File: src/rtl/bsq_pkg.sv
package bsq_pkg;
    localparam int BSQ_WIN_BITS = 5;

    typedef enum logic [1:0] {
        ST_IDLE = 2'd0,
        ST_RUN  = 2'd1,
        ST_SUSP = 2'd2
    } bsq_state_e;
endpackage

File: src/rtl/bsq_array.sv
module bsq_array #(
    parameter int ADDR_W = 8,
    parameter int DATA_W = 16
) (
    input  logic              clk,
    input  logic              wr_en,
    input  logic [ADDR_W-1:0] wr_addr,
    input  logic [DATA_W-1:0] wr_data,
    input  logic [ADDR_W-1:0] rd_addr,
    output logic [DATA_W-1:0] rd_data
);
    localparam int DEPTH = 1 << ADDR_W;

    logic [DATA_W-1:0] mem_q [DEPTH];

    always_ff @(posedge clk) begin
        if (wr_en) begin
            mem_q[wr_addr] <= wr_data;
        end
    end

    assign rd_data = mem_q[rd_addr];
endmodule

File: src/rtl/bsq_addr_gen.sv
module bsq_addr_gen #(
    parameter int ADDR_W = 8,
    parameter int WIN_W  = bsq_pkg::BSQ_WIN_BITS
) (
    input  logic              clk,
    input  logic              rst_n,
    input  logic              load,
    input  logic              step,
    input  logic [ADDR_W-1:0] start_addr,
    output logic [WIN_W-1:0]  cnt,
    output logic [ADDR_W-1:0] fetch_addr
);
    localparam int LOW_W = (ADDR_W < WIN_W) ? ADDR_W : WIN_W;

    logic [ADDR_W-1:0] base_q;
    logic [WIN_W-1:0]  cnt_q;
    logic [WIN_W-1:0]  cnt_nxt;
    logic [LOW_W-1:0]  low_sum;
    logic [ADDR_W-1:0] step_addr;

    assign cnt_nxt = cnt_q + 1'b1;
    assign low_sum = base_q[LOW_W-1:0] + cnt_nxt[LOW_W-1:0];

    generate
        if (ADDR_W > WIN_W) begin : g_split
            assign step_addr = {base_q[ADDR_W-1:WIN_W], low_sum};
        end else begin : g_whole
            assign step_addr = low_sum;
        end
    endgenerate

    assign fetch_addr = load ? start_addr : step_addr;
    assign cnt        = cnt_q;

    always_ff @(posedge clk or negedge rst_n) begin
        if (!rst_n) begin
            base_q <= '0;
            cnt_q  <= '0;
        end else if (load) begin
            base_q <= start_addr;
            cnt_q  <= '0;
        end else if (step) begin
            cnt_q  <= cnt_nxt;
        end
    end


    load_clears_cnt_chk: assert property (@(posedge clk) disable iff (!rst_n)
        load |=> (cnt_q == '0));


    window_wrap_chk: assert property (@(posedge clk) disable iff (!rst_n)
        (step && !load && (&cnt_q)) |=> (cnt_q == '0));


    idle_cnt_hold_chk: assert property (@(posedge clk) disable iff (!rst_n)
        (!step && !load) |=> $stable(cnt_q));


    stays_in_block_chk: assert property (@(posedge clk) disable iff (!rst_n)
        (ADDR_W <= WIN_W) || (fetch_addr[ADDR_W-1:LOW_W] == base_q[ADDR_W-1:LOW_W]) || load);
endmodule

File: src/rtl/bsq_ctrl.sv
module bsq_ctrl
    import bsq_pkg::*;
(
    input  logic       clk,
    input  logic       rst_n,
    input  logic       ld_n,
    input  logic       adv_n,
    input  logic       oe_n,
    output logic       load,
    output logic       step,
    output logic       drive,
    output bsq_state_e state
);
    bsq_state_e state_q;
    bsq_state_e state_d;

    always_comb begin
        state_d = state_q;
        unique case (state_q)
            ST_IDLE: begin
                if (!ld_n) state_d = ST_RUN;
            end
            ST_RUN: begin
                if (!ld_n)               state_d = ST_RUN;
                else if (adv_n && oe_n)  state_d = ST_SUSP;
            end
            ST_SUSP: begin
                if (!ld_n || !adv_n || !oe_n) state_d = ST_RUN;
            end
            default: state_d = ST_IDLE;
        endcase
    end

    always_ff @(posedge clk or negedge rst_n) begin
        if (!rst_n) state_q <= ST_IDLE;
        else        state_q <= state_d;
    end

    always_comb begin
        load  = !ld_n;
        step  = 1'b0;
        drive = 1'b0;
        unique case (state_q)
            ST_IDLE: begin
                step  = 1'b0;
                drive = 1'b0;
            end
            ST_RUN, ST_SUSP: begin
                step  = ld_n && !adv_n && !oe_n;
                drive = rst_n && !oe_n;
            end
            default: begin
                step  = 1'b0;
                drive = 1'b0;
            end
        endcase
    end

    assign state = state_q;


    idle_silent_chk: assert property (@(posedge clk) disable iff (!rst_n)
        (state_q == ST_IDLE) |-> (!drive && !step));


    load_beats_step_chk: assert property (@(posedge clk) disable iff (!rst_n)
        load |-> !step);


    park_entry_chk: assert property (@(posedge clk) disable iff (!rst_n)
        (state_q == ST_RUN && ld_n && adv_n && oe_n) |=> (state_q == ST_SUSP));
endmodule

File: src/rtl/bsq_burst_reader.sv
module bsq_burst_reader
    import bsq_pkg::*;
#(
    parameter int ADDR_W = 8,
    parameter int DATA_W = 16
) (
    input  logic              clk,
    input  logic              rst_n,
    input  logic              ld_n,
    input  logic              adv_n,
    input  logic              oe_n,
    input  logic [ADDR_W-1:0] addr,
    input  logic              init_we,
    input  logic [ADDR_W-1:0] init_addr,
    input  logic [DATA_W-1:0] init_data,
    output logic [DATA_W-1:0] dout,
    output logic              dvalid,
    output logic              last_n
);
    localparam int WIN_W = BSQ_WIN_BITS;

    logic              load;
    logic              step;
    logic              drive;
    bsq_state_e        state;
    logic [WIN_W-1:0]  cnt;
    logic [ADDR_W-1:0] fetch_addr;
    logic [DATA_W-1:0] rd_data;
    logic [DATA_W-1:0] word_q;

    bsq_ctrl u_ctrl (
        .clk   (clk),
        .rst_n (rst_n),
        .ld_n  (ld_n),
        .adv_n (adv_n),
        .oe_n  (oe_n),
        .load  (load),
        .step  (step),
        .drive (drive),
        .state (state)
    );

    bsq_addr_gen #(.ADDR_W(ADDR_W), .WIN_W(WIN_W)) u_addr (
        .clk        (clk),
        .rst_n      (rst_n),
        .load       (load),
        .step       (step),
        .start_addr (addr),
        .cnt        (cnt),
        .fetch_addr (fetch_addr)
    );

    bsq_array #(.ADDR_W(ADDR_W), .DATA_W(DATA_W)) u_array (
        .clk     (clk),
        .wr_en   (init_we),
        .wr_addr (init_addr),
        .wr_data (init_data),
        .rd_addr (fetch_addr),
        .rd_data (rd_data)
    );

    always_ff @(posedge clk or negedge rst_n) begin
        if (!rst_n)            word_q <= '0;
        else if (load || step) word_q <= rd_data;
    end

    assign dvalid = drive;
    assign dout   = drive ? word_q : '0;
    assign last_n = !(drive && (&cnt));


    oe_gates_output_chk: assert property (@(posedge clk) disable iff (!rst_n)
        oe_n |-> (!dvalid && dout == '0));


    last_only_when_valid_chk: assert property (@(posedge clk) disable iff (!rst_n)
        !last_n |-> dvalid);


    held_word_stable_chk: assert property (@(posedge clk) disable iff (!rst_n)
        (!load && !step) |=> $stable(word_q));


    state_known_chk: assert property (@(posedge clk) disable iff (!rst_n)
        state != 2'd3);
endmodule

File: config.mk
export PLATFORM = sky130hd
export DESIGN_NAME = bsq_burst_reader
export DESIGN_NICKNAME = d
export VERILOG_FILES = /design/src/rtl/bsq_pkg.sv /design/src/rtl/bsq_array.sv /design/src/rtl/bsq_addr_gen.sv /design/src/rtl/bsq_ctrl.sv /design/src/rtl/bsq_burst_reader.sv
export SDC_FILE = /design/constraint.sdc
export NUM_CORES = 2
export LEC_CHECK = 0
export BUFFER_PORTS_ARGS = -buffer_cell sky130_fd_sc_hd__buf_2
export CELL_PAD_IN_SITES_DETAIL_PLACEMENT = 1
export CELL_PAD_IN_SITES_GLOBAL_PLACEMENT = 2
export CORE_ASPECT_RATIO = 0.75
export CORE_UTILIZATION = 27
export CTS_CLUSTER_DIAMETER = 60
export DETAILED_ROUTE_END_ITERATION = 8
export HOLD_SLACK_MARGIN = 0.1
export MAX_ROUTING_LAYER = met4
export PLACE_DENSITY = 0.5
export SLEW_MARGIN = 20
export SYNTH_ARGS = -nofsm -noshare
export SYNTH_HDL_FRONTEND = slang
export SYNTH_SLANG_ARGS = --single-unit
File: constraint.sdc
create_clock -name clk -period 9.8 [get_ports clk]
set_clock_uncertainty 0.1 [all_clocks]
set_input_delay 1.47 -clock clk [delete_from_list [all_inputs] [get_ports clk]]
set_output_delay 1.47 -clock clk [all_outputs]
set_load 0.05 [all_outputs]
==> flow_metrics.py <==
metrics = {
    "global_routing": {
        "antenna_found_initial": 67,
        "track_usage_pct": 20.7,
        "grt_overflow": 0,
        "grt_pass1_wl_um": 856000,
        "grt_pass1_vias": 103586,
        "grt_max_degree": 177,
    },
    "logic_synthesis": {
        "synth_fp_nets": 12410,
        "ys_dominant_reg_cell": "edfxtp_1",
        "ys_types": 56,
        "yosys_warnings": 0,
        "synth-seq-cells": 4127,
        "synth_area_per_cell_um2": 13.0,
        "synth_edf_count": 4096,
        "yosysSeqAreaShare_pct": 77.0,
        "async_flop_share_pct": 0.751,
        "syn_inst": 12361,
        "synth.cell_area_um2": 161000,
    },
    "placed_design": {
        "port_buffers": 55,
        "gp_congestion": 0.830,
        "hpwl_um": 359000,
        "post-place-ws_ns": 2.64,
        "dp.cells": 20013,
    },
    "drt": {
        "first_pass_iters": 5,
        "drc_errors": 0,
        "vias": 103775,
        "routedWlPerCell_um": 29.7,
        "drt_wl_total_um": 620000,
        "ant_nets": 0,
        "viasPerCell": 4.97,
        "drt_iter0_drc": 9569,
    },
    "finish": {
        "layout_common_cells": "edfxtp_1, nand2_1, nand3_1, nand4_1, clkbuf_16",
        "nNetsFinal": 12617,
        "area_growth_pct": 16.6,
        "final_common_cell": "edfxtp_1",
        "layout.cells.non_filler": 20887,
        "drive_gt1_share_pct": 11.4,
        "fill_cells": 62853,
    },
    "timing": {
        "rsz0062_at_grt": "false",
        "hold_violations": 0,
        "relSlewSlack_pct": 5.05,
        "max_freq_ghz": 0.155,
        "finalCritPeriodShare_pct": 65.8,
        "slew_violations": 0,
        "worst_pin_slew_ns": 1.42,
        "finalSetupViolations": 0,
        "min_period_ns": 6.45,
        "postLayoutSetupSlackWorst_ns": 3.35,
        "fin_setup_tns_ns": 0,
    },
    "worst_setup_path": {
        "crit_fanout": 34,
        "cp.required_ns": 10.59,
        "regToRegSetupSlack_ns": 3.35,
        "r2r_start": "u_addr.cnt[0]",
        "worstPathArrival_ns": 7.24,
        "r2r_cells": 13,
        "endpoint_kind": "flip-flop",
        "crit_start": "u_addr.cnt[0]",
        "worst_setup_path_start_kind": "flip-flop",
        "worstReg2RegEnd": "word_q[15]",
        "timing_worst_setup_path_type": "flip-flop to flip-flop",
    },
    "hold_path": {
        "hold_start": "u_addr.base_q[0]",
        "hold_depth": 2,
        "worst_hold_path_type": "flip-flop to flip-flop",
        "holdPathEnd": "u_addr.base_q[0]",
    },
    "clocking": {
        "clk_latency_ns": 1.07,
        "root_buffer": "clkbuf_16",
        "postCtsHoldBufs": 0,
        "h-tree-depth": 5,
        "ctsResizeCount": 0,
        "cts_made_buffers": 456,
        "cts.sinks": 4127,
        "cts_tree": "done",
        "clk_pin_slew_worst_paths_ns": 0.06,
        "postCtsSetupRepairBufs": 0,
        "clock_path_buffers": 4,
    },
    "pwr": {
        "powerDensity_nw_per_um2": 249,
        "ir_worst_vdd_uv": 156,
        "leakagePower_nw": 61.5,
        "power.total_mw": 46.8,
    },
    "floorplanning": {
        "initial_core_util_pct": 27.1,
        "coreArea_um2": 593000,
        "ioPinCount": 56,
        "fp.dieH_um": 670,
        "rows": 245,
        "dieWidth_um": 893,
        "dieArea_um2": 599000,
    },
    "status": {
        "status": "complete, no violations",
    },
    "job": {
        "cap_violations": 0,
    },
}
[stage by stage]
| stage | hold WS [ns] | utilization, % | area [um2] |
|---|---|---|---|
| final | 0.384 | 31.6 | 188000 |
| after global routing | 0.413 | 31.6 | 188000 |
| after CTS | 0.379 | 31.6 | 187000 |
| after detailed placement | 0.373 | 29.1 | 173000 |
| after global placement | 0.364 | 29.1 | 173000 |
| after floorplan | 0.346 | - | 161000 |
[layout make-up]
type	instances	area, um2	area share (%)
sequential	4127	124000	66.0
clock buffer	564	12000	6.40
inverter	10	40.0	0.0213
multi-input combinational	7439	34600	18.5
antenna	33	82.6	0.0440
timing repair buffer	534	4690	2.50
tap	7904	9890	5.27
clock inverter	276	2470	1.32
[Yosys cell counts, drive strengths merged, types with 2 or more instances]
master	count	area (um2)
nand2b	4	25.0
mux2i	22	220
o21ai	6	30.0
nor4	61	382
inv	10	40.0
o22ai	253	1580
nor2b	10	62.6
buf	526	2560
xor2	4	42.6
a211oi	2	20.0
dfrtp	31	776
o22a	24	210
nand4	522	3270
nand3	2041	10200
and3	2	12.5
or4	3	22.5
a21boi	8	60.1
nor3b	2	20.0
edfxtp	4096	123000
a21oi	2	10.0
or3	5	31.3
a32o	2	20.0
nor2	283	1060
and2	16	100
xnor2	3	26.3
a31oi	12	75.1
o31a	4	35.0
mux2	6	67.6
nand2	4101	15400
clkbuf	259	972
nand4b	2	17.5
a32oi	17	149
ha	10	125
[worst max path at each step]
stage                             to  slack, ns
after floorplan             dout[10]       5.27
after global placement    word_q[13]       1.78
after detailed placement   word_q[2]       2.64
after CTS                 word_q[15]       3.47
after global routing      word_q[15]       3.42
final                     word_q[15]       3.35
[state kept, by name (all words and copies together), names as in the netlist]
name and flops:
u_array.mem_q 4096, word_q 16, u_addr.base_q 8, u_addr.cnt 5, u_ctrl.state 2
[cells by family (layout without fill, tap and decap cells)]
family	after synthesis	count (layout)	share of synthesized area, %
AO/OA/AOI/OAI	338	338	1.42
XOR/XNOR	7	7	0.0428
adder cells (fa/ha/maj)	11	11	0.0903
buffers and inverters	795	1384	2.22
flip-flops	4127	4127	77.0
multiplexers	28	28	0.179
other	0	33	0
AND/OR/NAND/NOR	7055	7055	19.1
[critical path: stages (launching register included)]
cell and delay [ns]:
dfrtp_1 0.42, ha_1 0.26, xor2_1 0.18, ha_1 0.35, xor2_2 0.44, a32o_4 0.80
buf_4 0.39, buf_4 0.52, nand3_1 0.19, nand4_1 0.22, o22ai_1 0.39, nor4_1 1.19
o22a_1 0.58, a31oi_1 0.17
[where the power goes]
part	internal, mW	switching (mW)
logic	2.29	7.87
registers	19.5	0.0620
clock network	9.63	7.42
total	31.4	15.4
[layer usage]
metal | share of wire, % | vias up | routed length [um] | global-route usage (%)
met5 | 0 | - | 0 | -
met4 | 2.1 | 0 | 13200 | 4.02
met3 | 4.9 | 699 | 30500 | 2.70
met2 | 44 | 2494 | 271000 | 30.7
met1 | 49 | 55120 | 306000 | 30.6
li1 | - | 45462 | - | -
No activity file was read; power rests on OpenSTA's default activity.
